<file path="config.mk">
export PLATFORM = sky130hd
export DESIGN_NAME = uart_irq_ident
export DESIGN_NICKNAME = d
export VERILOG_FILES = /design/src/rtl/uii_pkg.sv /design/src/rtl/uii_enable_reg.sv /design/src/rtl/uii_src_track.sv /design/src/rtl/uii_prio_enc.sv /design/src/rtl/uart_irq_ident.sv
export SDC_FILE = /design/constraint.sdc
export NUM_CORES = 1
export LEC_CHECK = 0
export CAP_MARGIN = 20
export CORE_MARGIN = 5
export CORE_UTILIZATION = 32
export CTS_CLUSTER_SIZE = 16
export DETAILED_ROUTE_END_ITERATION = 12
export HOLD_SLACK_MARGIN = 0.1
export PLACE_DENSITY = 0.78
export SLEW_MARGIN = 40
export SYNTH_ARGS = -nofsm -noshare
export SYNTH_HDL_FRONTEND = slang
export SYNTH_SLANG_ARGS = --single-unit
</file>
<file path="constraint.sdc">
create_clock -name clk -period 2 [get_ports clk]
set_input_delay 0.4 -clock clk [delete_from_list [all_inputs] [get_ports clk]]
set_output_delay 0.4 -clock clk [all_outputs]
set_load 0.05 [all_outputs]
</file>
<file path="src/rtl/uii_pkg.sv">
package uii_pkg;
    localparam int REG_W = 8;
    localparam int EN_W  = 4;
    localparam int ID_W  = 3;

    localparam int EN_RDA  = 0;
    localparam int EN_THRE = 1;
    localparam int EN_LS   = 2;
    localparam int EN_MS   = 3;

    typedef enum logic [ID_W-1:0] {
        ID_MS   = 3'b000,
        ID_THRE = 3'b001,
        ID_RDA  = 3'b010,
        ID_LS   = 3'b011,
        ID_TO   = 3'b110
    } irq_id_e;

    typedef struct packed {
        logic ls;
        logic to;
        logic thre;
        logic ms;
        logic thre_gate;
    } track_t;
endpackage

</file>
<file path="src/rtl/uii_enable_reg.sv">
module uii_enable_reg
    import uii_pkg::*;
(
    input  logic             clk,
    input  logic             rst_n,
    input  logic             we,
    input  logic [REG_W-1:0] wdata,
    output logic [EN_W-1:0]  en
);
    logic [EN_W-1:0] en_d, en_q;

    always_comb begin
        en_d = en_q;
        if (we) en_d = wdata[EN_W-1:0];
    end

    always_ff @(posedge clk) begin
        if (!rst_n) en_q <= '0;
        else        en_q <= en_d;
    end

    assign en = en_q;
endmodule

</file>
<file path="src/rtl/uii_src_track.sv">
module uii_src_track
    import uii_pkg::*;
(
    input  logic clk,
    input  logic rst_n,
    input  logic ls_evt,
    input  logic to_evt,
    input  logic ms_evt,
    input  logic thr_empty,
    input  logic thre_en,
    input  logic thre_ack,
    input  logic thr_wr,
    input  logic lsr_rd,
    input  logic rbr_rd,
    input  logic msr_rd,
    output logic ls_p,
    output logic to_p,
    output logic thre_p,
    output logic ms_p
);
    track_t trk_d, trk_q;
    logic   thre_rise;

    always_comb begin
        trk_d           = trk_q;
        trk_d.thre_gate = thr_empty & thre_en;
        thre_rise       = trk_d.thre_gate & ~trk_q.thre_gate;

        // new events take precedence over a clearing access in the same cycle
        if (ls_evt)      trk_d.ls = 1'b1;
        else if (lsr_rd) trk_d.ls = 1'b0;

        if (to_evt)      trk_d.to = 1'b1;
        else if (rbr_rd) trk_d.to = 1'b0;

        if (ms_evt)      trk_d.ms = 1'b1;
        else if (msr_rd) trk_d.ms = 1'b0;

        if (thre_rise)                trk_d.thre = 1'b1;
        else if (thr_wr || thre_ack)  trk_d.thre = 1'b0;
    end

    always_ff @(posedge clk) begin
        if (!rst_n) trk_q <= '0;
        else        trk_q <= trk_d;
    end

    assign ls_p   = trk_q.ls;
    assign to_p   = trk_q.to;
    assign thre_p = trk_q.thre;
    assign ms_p   = trk_q.ms;
endmodule

</file>
<file path="src/rtl/uii_prio_enc.sv">
module uii_prio_enc
    import uii_pkg::*;
(
    input  logic [EN_W-1:0] en,
    input  logic            ls_p,
    input  logic            rda,
    input  logic            to_p,
    input  logic            thre_p,
    input  logic            ms_p,
    output irq_id_e         id,
    output logic            pend
);
    always_comb begin
        id   = ID_MS;
        pend = 1'b1;
        if (ls_p && en[EN_LS])          id = ID_LS;
        else if (rda && en[EN_RDA])     id = ID_RDA;
        else if (to_p && en[EN_RDA])    id = ID_TO;
        else if (thre_p && en[EN_THRE]) id = ID_THRE;
        else if (ms_p && en[EN_MS])     id = ID_MS;
        else                            pend = 1'b0;
    end
endmodule

</file>
<file path="src/rtl/uart_irq_ident.sv">
module uart_irq_ident
    import uii_pkg::*;
(
    input  logic             clk,
    input  logic             rst_n,
    input  logic             ien_we,
    input  logic [REG_W-1:0] ien_wdata,
    output logic [REG_W-1:0] ien_rdata,
    input  logic             fifo_en,
    input  logic             ls_evt,
    input  logic             rx_trig,
    input  logic             to_evt,
    input  logic             thr_empty,
    input  logic             ms_evt,
    input  logic             iir_rd,
    input  logic             thr_wr,
    input  logic             lsr_rd,
    input  logic             rbr_rd,
    input  logic             msr_rd,
    output logic [REG_W-1:0] iir_o,
    output logic             irq_o
);
    localparam int PAD_W = REG_W - EN_W;

    logic [EN_W-1:0] en;
    logic            ls_p, to_p, thre_p, ms_p;
    irq_id_e         cur_id;
    logic            any_pend;
    logic            thre_ack;

    uii_enable_reg u_en (
        .clk   (clk),
        .rst_n (rst_n),
        .we    (ien_we),
        .wdata (ien_wdata),
        .en    (en)
    );

    uii_src_track u_trk (
        .clk       (clk),
        .rst_n     (rst_n),
        .ls_evt    (ls_evt),
        .to_evt    (to_evt),
        .ms_evt    (ms_evt),
        .thr_empty (thr_empty),
        .thre_en   (en[EN_THRE]),
        .thre_ack  (thre_ack),
        .thr_wr    (thr_wr),
        .lsr_rd    (lsr_rd),
        .rbr_rd    (rbr_rd),
        .msr_rd    (msr_rd),
        .ls_p      (ls_p),
        .to_p      (to_p),
        .thre_p    (thre_p),
        .ms_p      (ms_p)
    );

    uii_prio_enc u_enc (
        .en     (en),
        .ls_p   (ls_p),
        .rda    (rx_trig),
        .to_p   (to_p),
        .thre_p (thre_p),
        .ms_p   (ms_p),
        .id     (cur_id),
        .pend   (any_pend)
    );

    assign thre_ack  = iir_rd & any_pend & (cur_id == ID_THRE);
    assign ien_rdata = {{PAD_W{1'b0}}, en};
    assign iir_o     = {{2{fifo_en}}, 2'b00, cur_id, ~any_pend};
    assign irq_o     = any_pend;
endmodule

</file>
# Word level (Yosys, flattened, before mapping)
# Cells that the tools add are included.
[word_totals]
regBits = 9
word_cells = 40
out_inout_bits = 17
[op_classes]
eq_ne = 1
n_mux = 17
bitwise_logic = 6
reduce_logical = 10
[ops]
columns = ["operator", "count"]
rows = [
  ["$mux 1", 14],
  ["$mux 3", 3],
  ["$reduce_bool 2->1", 4],
  ["$logic_and 1x1->1", 5],
  ["$and 1x1->1", 4],
  ["$eq 3x1->1 const B", 1],
  ["$not 1->1", 2],
  ["$logic_or 1x1->1", 1],
]

# Depth between registers and ports, before layout
# Gate-level depths: netlist (run 1).
[logic_depth]
ltp_word = 11
ltp_mapped = 3
mapped_depth_nobuf = 3

# Hierarchy
# From an unflattened synthesis (run 1), not the netlist that was laid out.
[unflattened]
cells_unflattened = 47
area_unflattened_um2 = 461.7
[by_module_without_submodules]
columns = ["module", "seq_area_each_um2", "cells_per_inst", "area_per_inst_um2", "instances"]
rows = [
  ["uii_src_track", 100.1, 15, 175.2, 1],
  ["uii_enable_reg", 80.1, 13, 156.4, 1],
  ["uart_irq_ident", 0.0, 12, 80.1, 1],
  ["uii_prio_enc", 0.0, 7, 50.0, 1],
]

# Least setup slack after synthesis (run 1)
# No wires, ideal clock.
[synth_path]
kind = "register -> output"
start = "register u_en.en_q[0], in the netlist u_en.en[0]"
end = "output iir_o[0]"
arrival_time_ns = 2.116
path_buffers = 0
required_time_ns = 1.600
path_stages_with_launch = 4
setup_slack_ns = -0.516
path_cell_list = "dfxtp_1 -> o21ai_2 -> nand2_2 -> a221oi_1"
[synth_via]
elab_chain_cells = 5
elab_cells_between_ends = 6
cone_classes = "mux: 3; bitwise: 1; reduce/logical: 2"
[synth_rtl]
columns = ["element", "line", "text"]
rows = [
  ["start, declared", "uii_enable_reg.sv:10", "logic [EN_W-1:0] en_d, en_q;"],
  ["start signal, assigned", "uii_enable_reg.sv:19", "else en_q <= en_d;"],
  ["$logic_and 1x1->1", "uii_prio_enc.sv:18", "else if (to_p && en[EN_RDA]) id = ID_TO;"],
  ["$mux 1", "uii_prio_enc.sv:18", ""],
  ["$mux 1 *", "uii_prio_enc.sv:17", "else if (rda && en[EN_RDA]) id = ID_RDA;"],
  ["$mux 1 *", "uii_prio_enc.sv:16", "if (ls_p && en[EN_LS]) id = ID_LS;"],
  ["$not 1->1 *", "uart_irq_ident.sv:71", "assign iir_o = {{2{fifo_en}}, 2'b00, cur_id, ~any_pend};"],
  ["end, declared", "uart_irq_ident.sv:20", "output logic [REG_W-1:0] iir_o,"],
]
# Every way passes the cells marked *; elsewhere a longest branch is shown, timed or not.

# Worst setup path in the final report (run 1)
[layout_path]
start = "register u_en.en_q[0], in the netlist u_en.en[0]"
end = "output ien_rdata[0]"
[layout_rtl]
columns = ["element", "line", "text"]
rows = [
  ["end, declared", "uart_irq_ident.sv:8", "output logic [REG_W-1:0] ien_rdata,"],
]
# No word-level cell between the ends.

==> flow_metrics.tcl, run 1 <==
set metrics [dict create \
    outcome "completed" \
    core_region_area_sq_um 1320 \
    arrival_ns 1.49 \
    die_w_um 47.6 \
    combPwrFrac_pct 32.7 \
    final_cell_mix "clkdlybuf4s50_1 (17), dfxtp_1 (9), nor2b_1 (7), conb_1 (6), buf_4 (6)" \
    ant_nets 0 \
    vias_per_cell 4.60 \
    io_buffers 25 \
    fin_crit_ns 1.89 \
    path_class "flop to output port" \
    first_iter_violations 3 \
    first_pass_iters 2 \
    final_common_cell "clkdlybuf4s50_1" \
    die_h_um 47.6 \
    fin_tns_setup_ns 0 \
    fin_cells 92 \
    initial_utilization_pct 34.4 \
    final_max_slew_viol_count 0 \
    netlist_top_cells_area "dfxtp_1 (40%), buf_4 (15%), nor2b_1 (9.7%)" \
    globalRoute.totalOverflow 0 \
    critPathCaptureType "output port" \
    clock_tree.buffer_depth 2 \
    syn_area_sq_um 453 \
    route.detailed.drc 0 \
    rows 13 \
    wl_per_cell_um 12.9 \
    cts_tree "yes" \
    syn_area_per_cell_sq_um 9.24 \
    slowest_delay_ns 0.83 \
    cts_sinks 9 \
    grtUsageTotal_pct 11.5 \
    maxCapViolations 0 \
    synth_warnings 0 \
    synth_seq_cells 9 \
    intPower_mw 0.342 \
    via_count 423 \
    antenna_found_initial 0 \
    dp.cells 87 \
    finalCritPeriodShare_pct 94.3 \
    critical_path.cell_chain "clkdlybuf4s50_1" \
    worstPathRequired_ns 1.60 \
    tightest_slew_ns 0.497 \
    leakage_nw 0.343 \
    grt_max_degree 8 \
    setup_viol 0 \
    cp-start-kind "flop" \
    path_clk_slew_ns 0.07 \
    ys_seq_area_share_pct 39.8 \
    clockPowerShare_pct 28.2 \
    switchingPower_mw 0.170 \
    ios 39 \
    fin_skew_ns 0.00531 \
    cts_made_buffers 3 \
    n_antenna_cell 0 \
    rsz0062_at_grt "no" \
    grt_pass1_wl_um 1770 \
    syn2layout_area_growth_pct 72.4 \
    clock_latency_ns 0.26 \
    htree_levels 1 \
    grt_pass1_vias 425 \
    gp_congestion 0.662 \
    cts_hold_buf 0 \
    p_sw_share_pct 33.2 \
    yosysTopAreaCell "dfxtp_1" \
    hold_path_class "flop to flop" \
    post-dp-hpwl_um 965 \
    cts-root-buf "clkbuf_4" \
    power.share.sequential_pct 39.2 \
    crit_fanout 4 \
    power.density_nw_per_um2 655 \
    fin_nets 100 \
    timing.fmax_ghz 0.530 \
    die_area_sq_um 2270 \
    crit_buf_inv 1 \
    drt_wl_total_um 1190 \
    slew_headroom_pct 66.8 \
    ir_drop_mv 0.307 \
    cpLargestDelayFamily "buffers and inverters" \
    syn_inst 49 \
    final_layout_size_suffix_gt1_share_pct 23.4 \
    cpMaxStageDelayCell "clkdlybuf4s50_1" \
    hold_viol_final 0 \
    synth_cell_types 18 \
    synth_top_area_share_pct 39.8 \
]
==> cell type report <==
type	instances	area, sq um
Multi-Input combinational cell	34	233
Sequential cell	9	180
Fill cell	115	537
Clock buffer	4	26.3
Tap cell	15	18.8
Timing Repair Buffer	29	319
Inverter	1	3.75
==> metal layers <==
metal	GRT usage, %	up-vias	share of wire, %
met5	0	-	0
met4	6.45	0	0.59
met3	7.14	2	13
li1	-	207	-
met1	10.3	191	37
met2	19.8	23	50
==> registers in the layout, indices dropped and copies added (netlist names) <==
name,cells
u_en.en,4
u_trk.ls_p,1
u_trk.to_p,1
u_trk.trk_q,1
u_trk.ms_p,1
u_trk.thre_p,1
==> metrics by stage <==
stage	setup slack [ns]	area, sq um	power (mW)	util [%]	hold slack (ns)
6_report	0.114	781	0.512	59.3	0.493
2_1_floorplan	0.0402	489	0.315	-	0.452
3_5_place_dp	0.0301	741	0.369	56.2	0.476
4_1_cts	0.0271	767	0.513	58.2	0.493
5_1_grt	0.0553	781	0.536	59.3	0.534
3_3_place_gp	0.0406	741	0.367	56.2	0.463
==> Yosys cell counts <==
| cell | instances |
|---|---|
| dfxtp_1 | 9 |
| a221oi_1 | 1 |
| a22o_1 | 1 |
| nand2_1 | 2 |
| nand2_2 | 2 |
| a221o_1 | 1 |
| and3_1 | 1 |
| o21ai_2 | 1 |
| o21a_1 | 3 |
| nand3_1 | 2 |
| buf_2 | 1 |
| buf_4 | 9 |
| nand4_1 | 1 |
| inv_1 | 1 |
| nor2b_1 | 7 |
| nor2_1 | 2 |
| mux2i_1 | 4 |
| conb_1 | 1 |
==> repair_timing <==
action	in CTS	in global routing
endpoints found under the setup margin	0	1
setup buffers	0	1
resized for setup	0	2
hold endpoints to repair	0	0
==> power groups by stage <==
stage	clock network [mW]	logic, mW	registers (mW)
after floorplan	0	0.100	0.215
after global placement	0	0.162	0.204
after detailed placement	0	0.164	0.205
after CTS	0.148	0.165	0.201
after global routing	0.159	0.175	0.202
final	0.144	0.167	0.201
==> final timing paths <==
path | slack, ns | endpoint | startpoint | cells after the start
max | 0.11 | ien_rdata[0] | u_en.en[0]$_SDFFE_PN0P_ | 1
min | 0.49 | u_trk.thre_p$_SDFFE_PN0P_ | u_trk.trk_q[0]$_SDFF_PN0_ | 2
min reg2reg | 0.49 | u_trk.thre_p$_SDFFE_PN0P_ | u_trk.trk_q[0]$_SDFF_PN0_ | 2
max reg2reg | 1.01 | u_trk.thre_p$_SDFFE_PN0P_ | u_trk.to_p$_SDFFE_PN0P_ | 4
==> cell families after synthesis <==
family,count (synthesis),share of synthesized area (%)
AOI/OAI and AO/OA,7,13.0
DFF,9,39.8
other,1,0.828
and+or+nand+nor,17,20.7
buffers and inverters,11,16.8
muxes,4,8.84
Note: power is estimated with default switching activity, not from simulation.
==> run 2: changes to the inputs <==
CORE_AREA = 5 5 42 44   (was default)
CORE_MARGIN = default   (was 5)
CORE_UTILIZATION = default   (was 32)
DIE_AREA = 0 0 47 49   (was default)
DONT_BUFFER_PORTS = 1   (was default)
PLACE_DENSITY = 0.45   (was 0.78)
SLEW_MARGIN = 20   (was 40)
==> run 2 against run 1 <==
  * Clock skew fell by 0.0023 ns
  * Utilization fell by 20 points
  * Sequential share of layout area rose by 9.4 points
  * Sequential power barely moved
  * Maximum frequency rose by 7.3%
  * Power fell by 10%
  * Hold slack got worse by 0.23 ns
  * Non-clock buffer count fell by 20
  * Die area rose by 1.6%
  * Largest cell class is now multi-input combinational cells
  * Combinational power fell by 27%
  * Worst setup slack improved by 0.13 ns
  * Global-route usage fell by 2.0 points
  * Critical path type unchanged
==> flow_metrics.tcl, run 2 (same netlist as run 1, synthesis figures left out) <==
set metrics [dict create \
    outcome "completed" \
    total_power_mw 0.458 \
    ios 39 \
    globalRoute.totalOverflow 0 \
    ant_nets 0 \
    die_w_um 47 \
    grtUsageTotal_pct 9.54 \
    fin_crit_ns 1.76 \
    fin_tns_setup_ns 0 \
    wl_per_cell_um 13.3 \
    intPower_mw 0.307 \
    grt_max_degree 10 \
    leakage_nw 0.249 \
    hold_viol_final 0 \
    final_max_slew_viol_count 0 \
    grt_pass1_wl_um 1580 \
    first_pass_iters 4 \
    critical_path.cell_chain "o21ai_2, nand2_2, a221o_1, buf_12" \
    fin_skew_ns 0.00302 \
    rows 14 \
    largest_reg_flops 4 \
    stdcell_area_sq_um 556 \
    reg2reg_slack_ns 0.93 \
    cts_tree "yes" \
    hold-path-cell-count 1 \
    hold_end "u_trk.ms_p$_SDFFE_PN0P_" \
    slowest_delay_ns 0.33 \
    p_sw_share_pct 33.1 \
    grt_pass1_vias 366 \
    cts_setup_buffers 0 \
    final_cell_mix "dfxtp_1 (9), nor2b_1 (7), buf_4 (7), conb_1 (6), mux2i_1 (4)" \
    power.density_nw_per_um2 825 \
    antenna_found_initial 0 \
    power.share.sequential_pct 43.3 \
    maxCapViolations 0 \
    multiInputGateArea_sq_um 233 \
    setup_viol 0 \
    timing.rr.start "u_en.en[1]$_SDFFE_PN0P_" \
    cpMaxStageDelayCell "dfxtp_1" \
    regArea_sq_um 180 \
    final_layout_size_suffix_gt1_share_pct 28.1 \
    critPathCaptureType "output port" \
    cts_hold_buf 0 \
    nFillCells 159 \
    clock_tree.buffer_depth 2 \
    combPwrFrac_pct 26.6 \
    n_antenna_cell 0 \
    finalCritPeriodShare_pct 87.9 \
    first_iter_violations 2 \
    timing.fmax_ghz 0.569 \
    clockPowerShare_pct 30.1 \
    path_class "flop to output port" \
    io_buffers 0 \
    dpl_cell_area_sq_um 529 \
    vias_per_cell 4.66 \
    cts-root-buf "clkbuf_4" \
    die_h_um 49 \
    gp_congestion 0.654 \
    path_clk_slew_ns 0.06 \
    postCtsResizedCells 0 \
    htree_levels 1 \
    cts_made_buffers 3 \
    via_count 340 \
    fin_nets 80 \
    r2r-end "u_trk.thre_p$_SDFFE_PN0P_" \
    drt_wl_total_um 969 \
    switchingPower_mw 0.152 \
    post-dp-hpwl_um 823 \
    arrival_ns 1.36 \
    utilization_pct 39.6 \
    worstPathRequired_ns 1.60 \
    syn2layout_area_growth_pct 22.7 \
    cp-start-kind "flop" \
    final_common_cell "dfxtp_1" \
    route.detailed.drc 0 \
    ir_drop_mv 0.469 \
    rsz0062_at_grt "no" \
    rr_worst_depth 3 \
    clock_latency_ns 0.25 \
    crit_fanout 3 \
    min_from "rst_n" \
    cts_sinks 9 \
    core_region_area_sq_um 1400 \
    initial_utilization_pct 32.3 \
    die_area_sq_um 2300 \
    hold_path_class "input pin to flop" \
]
[run 2: final cells by class]
| type | instances | area share (%) |
|---|---|---|
| multi-input combinational | 34 | 41.9 |
| sequential | 9 | 32.4 |
| timing repair buffer | 9 | 16.7 |
| clock buffer | 4 | 4.73 |
| tap | 16 | 3.60 |
| inverter | 1 | 0.676 |
[run 2: worst max-delay path, delay by kind of cell (launching register included)]
kind                   cells  cell delay [ns]
AO/OA/AOI/OAI              2             0.51
buffers and inverters      1             0.16
flip-flops                 1             0.33
AND/OR/NAND/NOR            1             0.11
[run 2: worst max-delay path by stage]
stage	endpoint	depth (start not counted)	startpoint
2_1_floorplan	irq_o	3	u_en.en[0]$_SDFFE_PN0P_
3_3_place_gp	irq_o	4	rx_trig
3_5_place_dp	irq_o	4	rx_trig
4_1_cts	irq_o	4	u_trk.to_p$_SDFFE_PN0P_
5_1_grt	irq_o	4	u_trk.to_p$_SDFFE_PN0P_
6_report	irq_o	4	u_trk.to_p$_SDFFE_PN0P_
[run 2: power by group through the flow]
stage	sequential, mW	combinational [mW]	clock [mW]
floorplan	0.215	0.100	0
global route	0.200	0.128	0.156
global placement	0.202	0.122	0
CTS	0.199	0.123	0.146
detailed placement	0.202	0.123	0
finish	0.198	0.122	0.138
[run 2: per-layer routing]
| metal | track usage, % | part of all wire, % | up-vias |
|---|---|---|---|
| li1 | - | - | 170 |
| met1 | 10.0 | 40 | 148 |
| met2 | 15.2 | 46 | 20 |
| met3 | 5.17 | 13 | 2 |
| met4 | 4.15 | 0.62 | 0 |
| met5 | 0 | 0 | - |
[run 2: through the flow]
stage                     setup slack (ns)  hold WS [ns]  std cells
after detailed placement             0.456         0.483         69
final                                0.242         0.259         73
after global placement               0.460         0.467         69
after floorplan                     0.0402         0.452         54
after CTS                            0.222         0.251         73
after global routing                 0.167         0.250         73
==> run 3: changes to the inputs <==
CTS_BUF_LIST = sky130_fd_sc_hd__clkbuf_8   (was default)
clock period = 2.2 ns   (was 2 ns; I/O delays follow)
==> run 3 against run 2 <==
  * Sequential cell count stayed put
  * Clock power increased by 33%
  * Non-clock buffer count decreased by 2
  * Sequential share of layout area is 2.0 points higher
  * Final cell count shrank 2.7%
  * Highest routed layer unchanged
  * Sequential power shrank 7%
  * Power rose by 0.56%
==> flow_metrics.tcl, run 3 (same netlist as run 1, synthesis figures left out) <==
set metrics [dict create \
    cts_sinks 9 \
    critPathCaptureType "output port" \
    critical_path.cell_chain "a221o_1, buf_4" \
    path_class "flop to output port" \
    ant_nets 0 \
    htree_levels 1 \
    total_power_mw 0.461 \
    stdcell_area_sq_um 523 \
    arrival_ns 1.37 \
    fin_cells 71 \
    dp.cells 67 \
    final.setup.worst_slack_ns 0.394 \
    fin_tns_setup_ns 0 \
    slowest_delay_ns 0.69 \
    slew_headroom_pct 60.3 \
    timing.fmax_ghz 0.554 \
    utilization_pct 37.3 \
    globalRoute.totalOverflow 0 \
    min_from "rst_n" \
    combPwrFrac_pct 19.8 \
    clock_latency_ns 0.23 \
    worstPathRequired_ns 1.76 \
    cpMaxStageDelayCell "dfxtp_1" \
    hold_ws_ns 0.327 \
    power.density_nw_per_um2 881 \
    intPower_mw 0.319 \
    dpl_cell_area_sq_um 478 \
    wl_per_cell_um 14.4 \
    largest_reg_flops 4 \
    final_common_cell "dfxtp_1" \
    finalCritPeriodShare_pct 82.1 \
    cts_setup_buffers 0 \
    first_pass_iters 2 \
    die_w_um 47 \
    final_max_slew_viol_count 0 \
    maxCapViolations 0 \
    switchingPower_mw 0.142 \
    grt_max_degree 10 \
    rows 14 \
    crit_start "u_en.en[3]$_SDFFE_PN0P_" \
    outcome "completed" \
    ios 39 \
    fin_nets 78 \
    grt_pass1_vias 351 \
    postCtsResizedCells 0 \
    fin_crit_ns 1.81 \
    die_h_um 49 \
    cts_made_buffers 3 \
    cts-root-buf "clkbuf_8" \
    ir_drop_mv 0.452 \
    fin_skew_ns 0.00259 \
    hold_viol_final 0 \
    cts_hold_buf 0 \
    initial_utilization_pct 32.3 \
    hold_path_class "input pin to flop" \
    route.detailed.drc 0 \
    clock_tree.buffer_depth 2 \
    crit_fanout 4 \
    vias_per_cell 4.83 \
    grt_pass1_wl_um 1490 \
    syn2layout_area_growth_pct 15.5 \
    leakage_nw 0.241 \
    timing.rr.start "u_en.en[1]$_SDFFE_PN0P_" \
    core_region_area_sq_um 1400 \
    gp_congestion 0.734 \
    cts_tree "yes" \
    grtUsageTotal_pct 8.89 \
    antenna_found_initial 0 \
    rsz0062_at_grt "no" \
    power.share.sequential_pct 40.1 \
    clockPowerShare_pct 40.0 \
    die_area_sq_um 2300 \
    final_layout_size_suffix_gt1_share_pct 25.5 \
    final_cell_mix "dfxtp_1 (9), nor2b_1 (7), buf_4 (7), conb_1 (6), mux2i_1 (4)" \
    n_antenna_cell 0 \
    drt_wl_total_um 1020 \
    p_sw_share_pct 30.8 \
    path_clk_slew_ns 0.05 \
    first_iter_violations 1 \
    tightest_slew_ns 0.595 \
    via_count 343 \
    post-dp-hpwl_um 812 \
    cp-start-kind "flop" \
    io_buffers 0 \
    setup_viol 0 \
    place_ws_ns 0.591 \
]
[run 3: layer usage]
layer	share of wire, %	global-route usage [%]	up-vias	routed length, um
met3	14	5.54	2	142
met5	0	0	-	0
met2	46	14.3	22	473
met1	39	8.61	155	395
li1	-	-	164	-
met4	0.98	4.15	0	10
[run 3: worst paths after layout]
check,end,slack [ns],depth (start not counted)
worst max-delay path,irq_o,0.39,2
worst max register to register,u_trk.thre_p$_SDFFE_PN0P_,1.14,3
worst min register to register,u_trk.thre_p$_SDFFE_PN0P_,0.49,2
worst min-delay path,u_trk.ms_p$_SDFFE_PN0P_,0.33,1
[run 3: layout make-up]
class | count | area [sq um]
clock buffer | 3 | 41.3
multi-input combinational | 34 | 221
inverter | 1 | 3.75
timing repair buffer | 7 | 52.6
fill | 150 | 878
clock inverter | 1 | 3.75
tap | 16 | 20.0
sequential | 9 | 180
[run 3: worst max-delay path, delay by kind of cell, from the launching register on]
| kind | cells | cell delay, ns |
|---|---|---|
| buffers and inverters | 1 | 0.19 |
| DFF | 1 | 0.69 |
| AOI/OAI and AO/OA | 1 | 0.25 |
[run 3: power groups by stage]
stage               Clock (mW)  Sequential (mW)  Combinational [mW]
floorplan                    0            0.194              0.0893
global placement             0            0.187              0.0910
detailed placement           0            0.188              0.0917
CTS                      0.184            0.185              0.0918
global route             0.192            0.186              0.0960
finish                   0.184            0.185              0.0914
